===== src/rtl/tl_sfo_pkg.sv =====
package tl_sfo_pkg;
  localparam int CFG_W = 8;
  localparam int SEL_W = 5;
  localparam int DLY_W = 4;

  // clock-control word field positions
  localparam int CK_RETIME  = 0;
  localparam int CK_SELBASE = 1;
  localparam int CK_MUTE    = 2;
  localparam int CK_DLY_LSB = 4;
  // channel-control word field positions
  localparam int CH_MUTE    = 5;

  // strobes and settings handed from control to datapath
  typedef struct packed {
    logic             capEn;     // load first stage
    logic             shiftEn;   // advance delay chain
    logic             useDelay;  // take output from programmable tap
    logic [DLY_W-1:0] tap;
    logic             refStb;    // selected reference strobe
    logic             clkOn;     // clock copies enabled
  } dpCtrl_t;
endpackage


===== src/rtl/tl_sfo_ctrl.sv =====
module tl_sfo_ctrl
  import tl_sfo_pkg::*;
#(
  parameter int NUM_CH = 4
) (
  input  logic                    clk,
  input  logic                    rst,
  input  logic                    cfgLoad,
  input  logic [CFG_W-1:0]        clkSwN,
  input  logic [NUM_CH*CFG_W-1:0] chSwN,
  input  logic                    baseStb,
  input  logic                    dblStb,
  output dpCtrl_t                 dpc,
  output logic [SEL_W-1:0]        chSel [NUM_CH],
  output logic [NUM_CH-1:0]       chMute
);
  localparam logic [CFG_W-1:0] CLK_RST = CFG_W'(1 << CK_MUTE);
  localparam logic [CFG_W-1:0] CH_RST  = CFG_W'(1 << CH_MUTE);

  logic [CFG_W-1:0] clkWord;
  logic [CFG_W-1:0] chWord [NUM_CH];
  logic             refStb;

  always_ff @(posedge clk) begin
    if (rst)          clkWord <= CLK_RST;
    else if (cfgLoad) clkWord <= ~clkSwN;
  end

  for (genvar c = 0; c < NUM_CH; c++) begin : g_chWord
    always_ff @(posedge clk) begin
      if (rst)          chWord[c] <= CH_RST;
      else if (cfgLoad) chWord[c] <= ~chSwN[c*CFG_W +: CFG_W];
    end
    assign chSel[c]  = chWord[c][SEL_W-1:0];
    assign chMute[c] = chWord[c][CH_MUTE];
  end

  always_comb begin
    refStb       = clkWord[CK_SELBASE] ? baseStb : dblStb;
    dpc.refStb   = refStb;
    dpc.useDelay = clkWord[CK_RETIME];
    dpc.capEn    = clkWord[CK_RETIME] ? refStb : 1'b1;
    dpc.shiftEn  = clkWord[CK_RETIME] & refStb;
    dpc.tap      = clkWord[CK_DLY_LSB +: DLY_W];
    dpc.clkOn    = ~clkWord[CK_MUTE];
  end

  // spare word bits carry no function
  logic [2*NUM_CH:0] unusedBits;
  always_comb begin
    unusedBits[0] = clkWord[3];
    for (int c = 0; c < NUM_CH; c++) unusedBits[1+2*c +: 2] = chWord[c][7:6];
  end
endmodule


===== src/rtl/tl_sfo_datapath.sv =====
module tl_sfo_datapath
  import tl_sfo_pkg::*;
#(
  parameter int NUM_LINES = 23,
  parameter int NUM_CH    = 4,
  parameter int NUM_COPY  = 3
) (
  input  logic                         clk,
  input  logic                         rst,
  input  logic [NUM_LINES-1:0]         tLines,
  input  dpCtrl_t                      dpc,
  input  logic [SEL_W-1:0]             chSel [NUM_CH],
  input  logic [NUM_CH-1:0]            chMute,
  output logic [NUM_CH*NUM_COPY-1:0]   lineOut,
  output logic [NUM_COPY-1:0]          clkOut
);
  localparam int DEPTH    = 2**DLY_W;
  localparam int SEL_SPAN = 2**SEL_W;

  // lines beyond NUM_LINES read as zero
  logic [SEL_SPAN-1:0] padded;
  assign padded = SEL_SPAN'(tLines);

  for (genvar c = 0; c < NUM_CH; c++) begin : g_chan
    logic [DEPTH-1:0] pipe;
    logic             picked;
    logic             tapVal;

    assign picked = padded[chSel[c]];

    always_ff @(posedge clk) begin
      if (rst) pipe <= '0;
      else begin
        if (dpc.capEn)   pipe[0]         <= picked;
        if (dpc.shiftEn) pipe[DEPTH-1:1] <= pipe[DEPTH-2:0];
      end
    end

    assign tapVal = dpc.useDelay ? pipe[dpc.tap] : pipe[0];
    assign lineOut[c*NUM_COPY +: NUM_COPY] = chMute[c] ? '0 : {NUM_COPY{tapVal}};
  end

  assign clkOut = dpc.clkOn ? {NUM_COPY{dpc.refStb}} : '0;
endmodule


===== src/rtl/tl_selector_fanout.sv =====
module tl_selector_fanout
  import tl_sfo_pkg::*;
#(
  parameter int NUM_LINES = 23,
  parameter int NUM_CH    = 4,
  parameter int NUM_COPY  = 3
) (
  input  logic                       clk,
  input  logic                       rst,
  input  logic [NUM_LINES-1:0]       tLines,
  input  logic                       baseStb,
  input  logic                       dblStb,
  input  logic                       cfgLoad,
  input  logic [CFG_W-1:0]           clkSwN,
  input  logic [NUM_CH*CFG_W-1:0]    chSwN,
  output logic [NUM_CH*NUM_COPY-1:0] lineOut,
  output logic [NUM_COPY-1:0]        clkOut
);
  dpCtrl_t           dpc;
  logic [SEL_W-1:0]  chSel [NUM_CH];
  logic [NUM_CH-1:0] chMute;

  tl_sfo_ctrl #(.NUM_CH(NUM_CH)) i_ctrl (
    .clk(clk), .rst(rst), .cfgLoad(cfgLoad), .clkSwN(clkSwN), .chSwN(chSwN),
    .baseStb(baseStb), .dblStb(dblStb), .dpc(dpc), .chSel(chSel), .chMute(chMute)
  );

  tl_sfo_datapath #(.NUM_LINES(NUM_LINES), .NUM_CH(NUM_CH), .NUM_COPY(NUM_COPY)) i_dp (
    .clk(clk), .rst(rst), .tLines(tLines), .dpc(dpc), .chSel(chSel),
    .chMute(chMute), .lineOut(lineOut), .clkOut(clkOut)
  );
endmodule


===== config.mk =====
export PLATFORM = sky130hd
export DESIGN_NAME = tl_selector_fanout
export DESIGN_NICKNAME = d
export VERILOG_FILES = /design/src/rtl/tl_sfo_pkg.sv /design/src/rtl/tl_sfo_ctrl.sv /design/src/rtl/tl_sfo_datapath.sv /design/src/rtl/tl_selector_fanout.sv
export SDC_FILE = /design/constraint.sdc
export NUM_CORES = 1
export LEC_CHECK = 0
export BUFFER_PORTS_ARGS = -buffer_cell sky130_fd_sc_hd__buf_2
export CORE_UTILIZATION = 55
export CTS_BUF_LIST = sky130_fd_sc_hd__clkbuf_8
export CTS_CLUSTER_SIZE = 28
export DETAILED_ROUTE_END_ITERATION = 6
export PLACE_DENSITY = 0.83
export SYNTH_ARGS = -nofsm -noshare
export SYNTH_HDL_FRONTEND = slang
export SYNTH_HIERARCHICAL = 1
export SYNTH_SLANG_ARGS = --single-unit

===== constraint.sdc =====
create_clock -name clk -period 6.7 [get_ports clk]
set_clock_uncertainty 0.15 [all_clocks]
set_input_delay 1.005 -clock clk [delete_from_list [all_inputs] [get_ports clk]]
set_output_delay 1.005 -clock clk [all_outputs]
set_load 0.02 [all_outputs]

* Yosys cells after proc, flatten, opt, wreduce, memory -nomap -nowiden
Memories as Yosys holds them, arrays and structs flattened.
Index checks and enable logic that the tools add are counted.
** Storage, ports and cells
- Logic and storage cells :: 61
- Output and inout bits :: 15
- Memory bits (writable) :: 32
- Memories :: 1
- Input port bits :: 68
- Flip-flop bits (word level) :: 72
** Cells by class
- Mux-type cells :: 36
- Bitwise logic cells :: 10
- Magnitude comparators :: 5
** Memory list
- i_ctrl.chWord :: depth 4, bits a word 8, rd ports 4, clocked after Yosys merged registers in 0, wr ports 4, line tl_sfo_ctrl.sv:21 : logic [CFG_W-1:0] chWord [NUM_CH];
** Operator list (number)
- NOT 8 bit :: 5
- two-way mux 8 bit :: 4
- < comparator 5 x 6 -> 1 bit, second input constant :: 4
- binary-select mux 1 bit (select 5 bit) :: 4
- two-way mux 1 bit :: 19
- binary-select mux 1 bit (select 4 bit) :: 4
- two-way mux 3 bit :: 5
- < comparator 4 x 5 -> 1 bit, second input constant :: 1
- OR 1 bit :: 4
- AND 1 bit :: 1

* Logic depth before layout (Yosys ltp)
Gate-level depths: netlist of run 1.
- Depth after elaboration :: 4
- Depth in mapped cells :: 8
- Gate-level depth less buffers :: 4

* Hierarchy
The synthesis of run 1 kept the hierarchy.
** Modules (own cells, without submodules)
- tl_sfo_datapath :: instances 1, cells each 326, seq. area each 1281.2 um2, area an instance 3681.0 um2
- tl_sfo_ctrl :: instances 1, cells each 89, seq. area each 860.8 um2, area an instance 1191.1 um2

* Worst setup path after synthesis of run 1
OpenSTA, ideal clock, no wires.
- Path type :: register to output
- Start point :: register i_ctrl.clkWord[4]
- End point :: output port lineOut[1]
- Path slack :: 3.671 ns
- Path buffers :: 4
- Data required time :: 5.545 ns
- Arrival time :: 1.874 ns
- Cell stages (with the launch flop) :: 9
- Path through :: dfxtp_1 > buf_4 > buf_6 > buf_12 > mux4_2 > a22o_1 > o21ai_1 > a21oi_1 > buf_4
** On the way
- Longest elaborated chain between the ends :: 4
** Ends and longest elaborated chain
- start: declaration :: line tl_sfo_ctrl.sv:20 : logic [CFG_W-1:0] clkWord;
- start signal: assignment :: line tl_sfo_ctrl.sv:26 : else if (cfgLoad) clkWord <= ~clkSwN;
- binary-select mux 1 bit (select 4 bit) :: line tl_sfo_datapath.sv:39 : assign tapVal = dpc.useDelay ? pipe[dpc.tap] : pipe[0];
- two-way mux 1 bit (not written as such) :: line tl_sfo_datapath.sv:39
- two-way mux 1 bit :: line tl_sfo_datapath.sv:39
- two-way mux 3 bit :: line tl_sfo_datapath.sv:40 : assign lineOut[c*NUM_COPY +: NUM_COPY] = chMute[c] ? '0 : {NUM_COPY{tapVal}};
- end: declaration :: line tl_selector_fanout.sv:16 : output logic [NUM_CH*NUM_COPY-1:0] lineOut,
No other way between the ends. The select of a mux whose other input is x is not followed.

* Worst setup path in the final report of run 1
- Start point :: register i_ctrl.clkWord[4]
- End point :: output port lineOut[5]
Same word-level chain as after synthesis.

==> metrics.cfg, run 1 <==
[worst_setup_path]
worstPathRequired_ns = 5.54
cp_cell_sequence = mux4_1 -> a22o_1 -> o21ai_1 -> a21oi_1 -> buf_2
r2r-start = i_ctrl/clkWord[0]
crit_path_start_kind = flip-flop
r2r_end = i_dp/g_chan[1].pipe[1]
crit_path_start = i_ctrl/clkWord[4]
end_kind = output pin
criticalPathCategory = flip-flop to output pin
cp.arrival_ns = 2.80
cp_slowest_cell = dfxtp_1
endpoint = lineOut[5]
cp_max_fo = 17
reg2reg_depth = 4
rrSetupSlack_ns = 4.49
slowest_delay_ns = 1.03

[global_routing]
grt_antenna_before_repair = 0
grt_max_degree = 75
grt_pass1_wl_um = 16300
grt_pass1_vias = 3351
grt_overflow = 0
track_usage_pct = 24.0

[route]
wl_per_cell_um = 17.7
ant_nets = 0
drt-initial-drc-count = 220
drc = 0
vias = 3369
drt_first_pass_iters = 4
vias_per_cell = 5.98
routed_wl_um = 9970

[clocking]
clockBufferDepth = 2
cts_root_buf = clkbuf_8
tritoncts = yes
clock_latency_ns = 0.37
post-cts-setup-buffers = 0
cts_sinks = 95
worst_setup_hold_path_clk_slew_ns = 0.09
postCtsHoldBufs = 0
cts_resized = 0
cts_buffers = 9
h-tree-depth = 3

[logic_synthesis]
synthFlopType = dfxtp_1
ys_seq_area_share_pct = 44.0
syn_area_mm2 = 0.00487
synthArstFlopShare_pct = 0
synth_area_leader_cell = dfxtp_1
synth-edff-count = 24
postSynthCellCount = 415
yosys_warnings = 6
synth_cell_types = 32
synth.area.top_cells = dfxtp_1, mux2i_1, edfxtp_1, mux4_2, nor2_1
syn_nets = 483
ys_ff_latch = 95
postSynthAreaPerCell_um2 = 11.7
yosysTopAreaCellShare_pct = 29.2

[pwr]
p_switching_uw = 302
irDropWorstVdd_uv = 194
power_density_mw_per_mm2 = 234
p_comb_share_pct = 11.9
p_int_uw = 932
cellLeakagePower_nw = 2.02
p_clk_share_pct = 36.1
power_frac_seq_pct = 52.0
swShare_pct = 24.4

[status]
status = complete, no violations

[sta]
fin_tns_setup_ns = 0
period_share_pct = 59.1
max_freq_mhz = 253
rsz0062_at_grt = no
final-hold-violation-count = 0
min_period_ns = 3.96
drv_slew = 0
maxSlewHeadroom_pct = 28.5
setup-violations-final = 0
worst_pin_slew_ns = 1.07

[min_path]
min_path_type = flip-flop to flip-flop
holdPathStages = 2

[placed_design]
port_buffers = 73
dpl.cell_count = 547
dp_hpwl_um = 6940
gp_congestion = 0.903

[cells_and_area]
mostFrequentLayoutCells = nor2_1, mux2i_1, buf_2
area_growth_pct = 8.47
final_common_cell = nor2_1
n_antenna_cell = 0
nets = 521
final_cells = 563
drive_above_1_share_pct = 26.6

[floorplan]
fp.dieW_um = 96.1
ios = 83
rows = 33
fp.dieArea_mm2 = 0.00924
die_h_um = 96.1
core_region_area_mm2 = 0.00838
initial_core_util_pct = 58.1

[flow_run]
max-cap-violations = 0

## through the flow
stage          power, mW  setup slack [ns]  area (µm²)  util (%)  hold WS (ns)
6_report            1.23              2.74        5290      63.1         0.353
5_1_grt             1.28              2.54        5290      63.1         0.395
4_1_cts             1.24              2.68        5290      63.1         0.361
3_5_place_dp       0.800              3.09        5050      60.2         0.339
3_3_place_gp       0.795              3.10        5050      60.2         0.313
2_1_floorplan      0.763              3.67        4870         -         0.302
## power by group through the flow
stage                     Sequential [mW]  Combinational [mW]  Clock (mW)
final                               0.641               0.147       0.446
after CTS                           0.641               0.146       0.454
after global placement              0.654               0.142           0
after detailed placement            0.655               0.145           0
after floorplan                     0.630               0.133           0
after global routing                0.645               0.159       0.476
## Yosys cell counts (all sizes together), types with 2 or more instances
library cell,number
nor2,91
mux2i,73
dfxtp,71
buf,41
mux4,36
edfxtp,24
nand2,9
a22o,8
clkbuf,7
a211oi,6
inv,6
nand2b,5
a21oi,4
a311oi,4
o2111ai,4
o21ai,4
o31a,4
or3,4
nor2b,3
o221ai,3
and2,2
or2,2
## metal layers
| layer | track usage, % | vias to the layer above | share of wire [%] |
|---|---|---|---|
| met3 | 7.27 | 13 | 6.7 |
| met1 | 30.9 | 1670 | 44 |
| met4 | 8.08 | 0 | 1.4 |
| met2 | 38.5 | 104 | 48 |
| met5 | 0 | - | 0 |
| li1 | - | 1582 | - |
## critical path, delay by kind of cell, from the launching register on
kind / cells / cell delay (ns)
mux: 1 / 0.68
buf+inv: 1 / 0.18
compound gates: 3 / 0.55
flops: 1 / 1.03
## cell type report
cell class | instances | area, µm²
repair buffers | 75 | 380
inverters | 6 | 22.5
well taps | 105 | 131
flip-flops and latches | 95 | 2140
multi-input cells | 266 | 2370
fillers | 658 | 3100
clock buffers | 9 | 124
clock inverters | 7 | 113
## registers in the layout (all words and copies together), names as in the netlist
register	cells
i_ctrl/chWord	24
i_ctrl/clkWord	7
i_dp/g_chan.pipe	64
## how the worst min path moves through the flow
stage / from / slack [ns] / end
3_3_place_gp: i_dp/g_chan[1].pipe[15] / 0.31 / i_dp/g_chan[1].pipe[15]
2_1_floorplan: i_dp/g_chan[1].pipe[15] / 0.30 / i_dp/g_chan[1].pipe[15]
6_report: i_dp/g_chan[3].pipe[15] / 0.35 / i_dp/g_chan[3].pipe[15]
3_5_place_dp: i_dp/g_chan[3].pipe[15] / 0.34 / i_dp/g_chan[3].pipe[15]
5_1_grt: i_dp/g_chan[1].pipe[8] / 0.40 / i_dp/g_chan[1].pipe[8]
4_1_cts: i_dp/g_chan[3].pipe[15] / 0.36 / i_dp/g_chan[3].pipe[15]
## logic make-up after synthesis
group / after synthesis / synth area share [%]
AND/OR/NAND/NOR: 118 / 10.2
multiplexers: 109 / 32.1
flip-flops: 95 / 44.0
buffers and inverters: 54 / 7.50
AO/OA/AOI/OAI: 39 / 6.19
(Power assumes the default switching activity.)
==> run 2, diff against run 1 <==
--- a/config.mk
+++ b/config.mk
@@ -6,11 +6,11 @@
 export NUM_CORES = 1
 export LEC_CHECK = 0
 export BUFFER_PORTS_ARGS = -buffer_cell sky130_fd_sc_hd__buf_2
-export CORE_UTILIZATION = 55
+export CORE_UTILIZATION = 53
 export CTS_BUF_LIST = sky130_fd_sc_hd__clkbuf_8
 export CTS_CLUSTER_SIZE = 28
 export DETAILED_ROUTE_END_ITERATION = 6
-export PLACE_DENSITY = 0.83
+export PLACE_DENSITY = 0.84
 export SYNTH_ARGS = -nofsm -noshare
 export SYNTH_HDL_FRONTEND = slang
 export SYNTH_HIERARCHICAL = 1
==> constraint.sdc (replaced) <==
create_clock -name clk -period 3.4 [get_ports clk]
set_clock_uncertainty 0.15 [all_clocks]
set_input_delay 0.51 -clock clk [delete_from_list [all_inputs] [get_ports clk]]
set_output_delay 0.51 -clock clk [all_outputs]
set_load 0.02 [all_outputs]
==> metrics.cfg, run 2 (synthesis results as in run 1) <==
[worst_setup_path]
reg2reg_depth = 4
criticalPathCategory = flip-flop to output pin
crit_path_start_kind = flip-flop
rrSetupSlack_ns = 1.38
cp_slowest_cell = dfxtp_1
cp_max_fo = 16
r2r_end = i_dp/g_chan[2].pipe[15]
cp_cell_sequence = mux4_1 -> a22o_1 -> o21ai_1 -> a21oi_1 -> buf_2
worstPathRequired_ns = 2.74
r2r-start = i_ctrl/clkWord[0]
slowest_delay_ns = 0.85
cp.arrival_ns = 2.39
end_kind = output pin

[route]
vias = 3329
vias_per_cell = 5.85
drt-initial-drc-count = 224
drt_first_pass_iters = 6
drc = 2
routed_wl_um = 9870
wl_per_cell_um = 17.4
ant_nets = 0

[cells_and_area]
mostFrequentLayoutCells = nor2_1, mux2i_1, buf_2
drive_above_1_share_pct = 27.5
area_growth_pct = 8.96
n_antenna_cell = 0
final_common_cell = nor2_1
fill_cells = 684
reg.largest.list = i_dp/g_chan.pipe (64), i_ctrl/chWord (24), i_ctrl/clkWord (7)
seqCellArea_mm2 = 0.00214
top_register = i_dp/g_chan.pipe
largest_reg_flops = 64
nets = 524
multi_input_area_mm2 = 0.00237

[flow_run]
max-cap-violations = 0

[floorplan]
fp.dieW_um = 97.9
core_region_area_mm2 = 0.00881
initial_core_util_pct = 55.3
die_h_um = 97.9
rows = 34
fp.dieArea_mm2 = 0.00958
ios = 83

[global_routing]
grt_pass1_wl_um = 16200
grt_pass1_vias = 3289
track_usage_pct = 21.5
grt_max_degree = 51
grt_overflow = 0
grt_antenna_before_repair = 0

[sta]
worst_pin_slew_ns = 1.06
setup-violations-final = 0
drv_slew = 0
rsz0062_at_grt = no
period_share_pct = 89.8
min_period_ns = 3.05
max_freq_mhz = 328
hold_ws_ns = 0.164
fin_tns_setup_ns = 0
maxSlewHeadroom_pct = 29.6
final-hold-violation-count = 0

[clocking]
cts_resized = 0
postCtsHoldBufs = 0
tritoncts = yes
h-tree-depth = 3
cts_sinks = 95
clockBufferDepth = 2
cts_root_buf = clkbuf_8
cts_buffers = 9
clock_latency_ns = 0.36
worst_setup_hold_path_clk_slew_ns = 0.10
post-cts-setup-buffers = 0

[min_path]
hp-start = clkSwN[5]
min_to = i_ctrl/clkWord[5]
holdPathStages = 2
min_path_type = input port to flip-flop

[placed_design]
port_buffers = 73
gp_congestion = 0.876
dp_hpwl_um = 7070

[pwr]
cellLeakagePower_nw = 2.01
power_mw = 2.37
power_density_mw_per_mm2 = 446
irDropWorstVdd_uv = 268

[status]
violations = DRC
status = complete, but fails checks

## run 2: cell types whose count changed in the layout (fill, tap and decap cells not counted)
| cell | before | now |
|---|---|---|
| inv_6 | 1 | 0 |
| buf_4 | 2 | 4 |
| inv_4 | 1 | 0 |
| bufinv_16 | 3 | 2 |
| clkinvlp_4 | 0 | 2 |
| clkinv_2 | 0 | 1 |
| buf_12 | 0 | 1 |
| clkinv_4 | 0 | 2 |
| inv_1 | 8 | 6 |
## run 2: critical path: cells and delay by family, from the launching register on
family	cells	cell delay, ns
buf+inv	1	0.20
flops	1	0.85
compound gates	3	0.54
mux	1	0.44
## run 2: power by group
part | internal (mW) | total (mW) | switching [mW]
combinational | 0.156 | 0.299 | 0.143
clock | 0.415 | 0.811 | 0.396
sequential | 1.20 | 1.26 | 0.0591
## run 2: layout make-up
type	count	share of cell area (%)
Multi-Input combinational cell	266	44.7
Sequential cell	95	40.3
Clock buffer	9	2.33
Tap cell	108	2.55
Clock inverter	7	1.84
Inverter	6	0.424
Timing Repair Buffer	78	7.82
## run 2: stage by stage
stage	area, µm²	utilization [%]	instances	setup slack, ns
4_1_cts	5310	60.3	569	0.320
5_1_grt	5310	60.3	569	0.253
3_3_place_gp	5090	57.8	553	0.757
3_5_place_dp	5090	57.8	553	0.733
2_1_floorplan	4870	-	415	0.866
6_report	5310	60.3	569	0.347
## run 2: worst max-delay path by stage
stage	from	to	slack, ns	cells after the start
after global routing	i_ctrl/clkWord[5]	lineOut[3]	0.25	5
after detailed placement	i_ctrl/clkWord[5]	lineOut[4]	0.73	5
final	i_ctrl/clkWord[5]	lineOut[4]	0.35	5
after CTS	i_ctrl/clkWord[5]	lineOut[4]	0.32	5
after floorplan	i_ctrl/clkWord[4]	lineOut[1]	0.87	8
after global placement	i_ctrl/clkWord[5]	lineOut[4]	0.76	5
## run 2: routing by layer
metal	GRT usage (%)	share of wire [%]	wire [µm]
met3	3.51	6.1	598
met1	28.9	44	4310
met4	9.79	1.8	174
met5	0	0	0
met2	34.4	49	4790
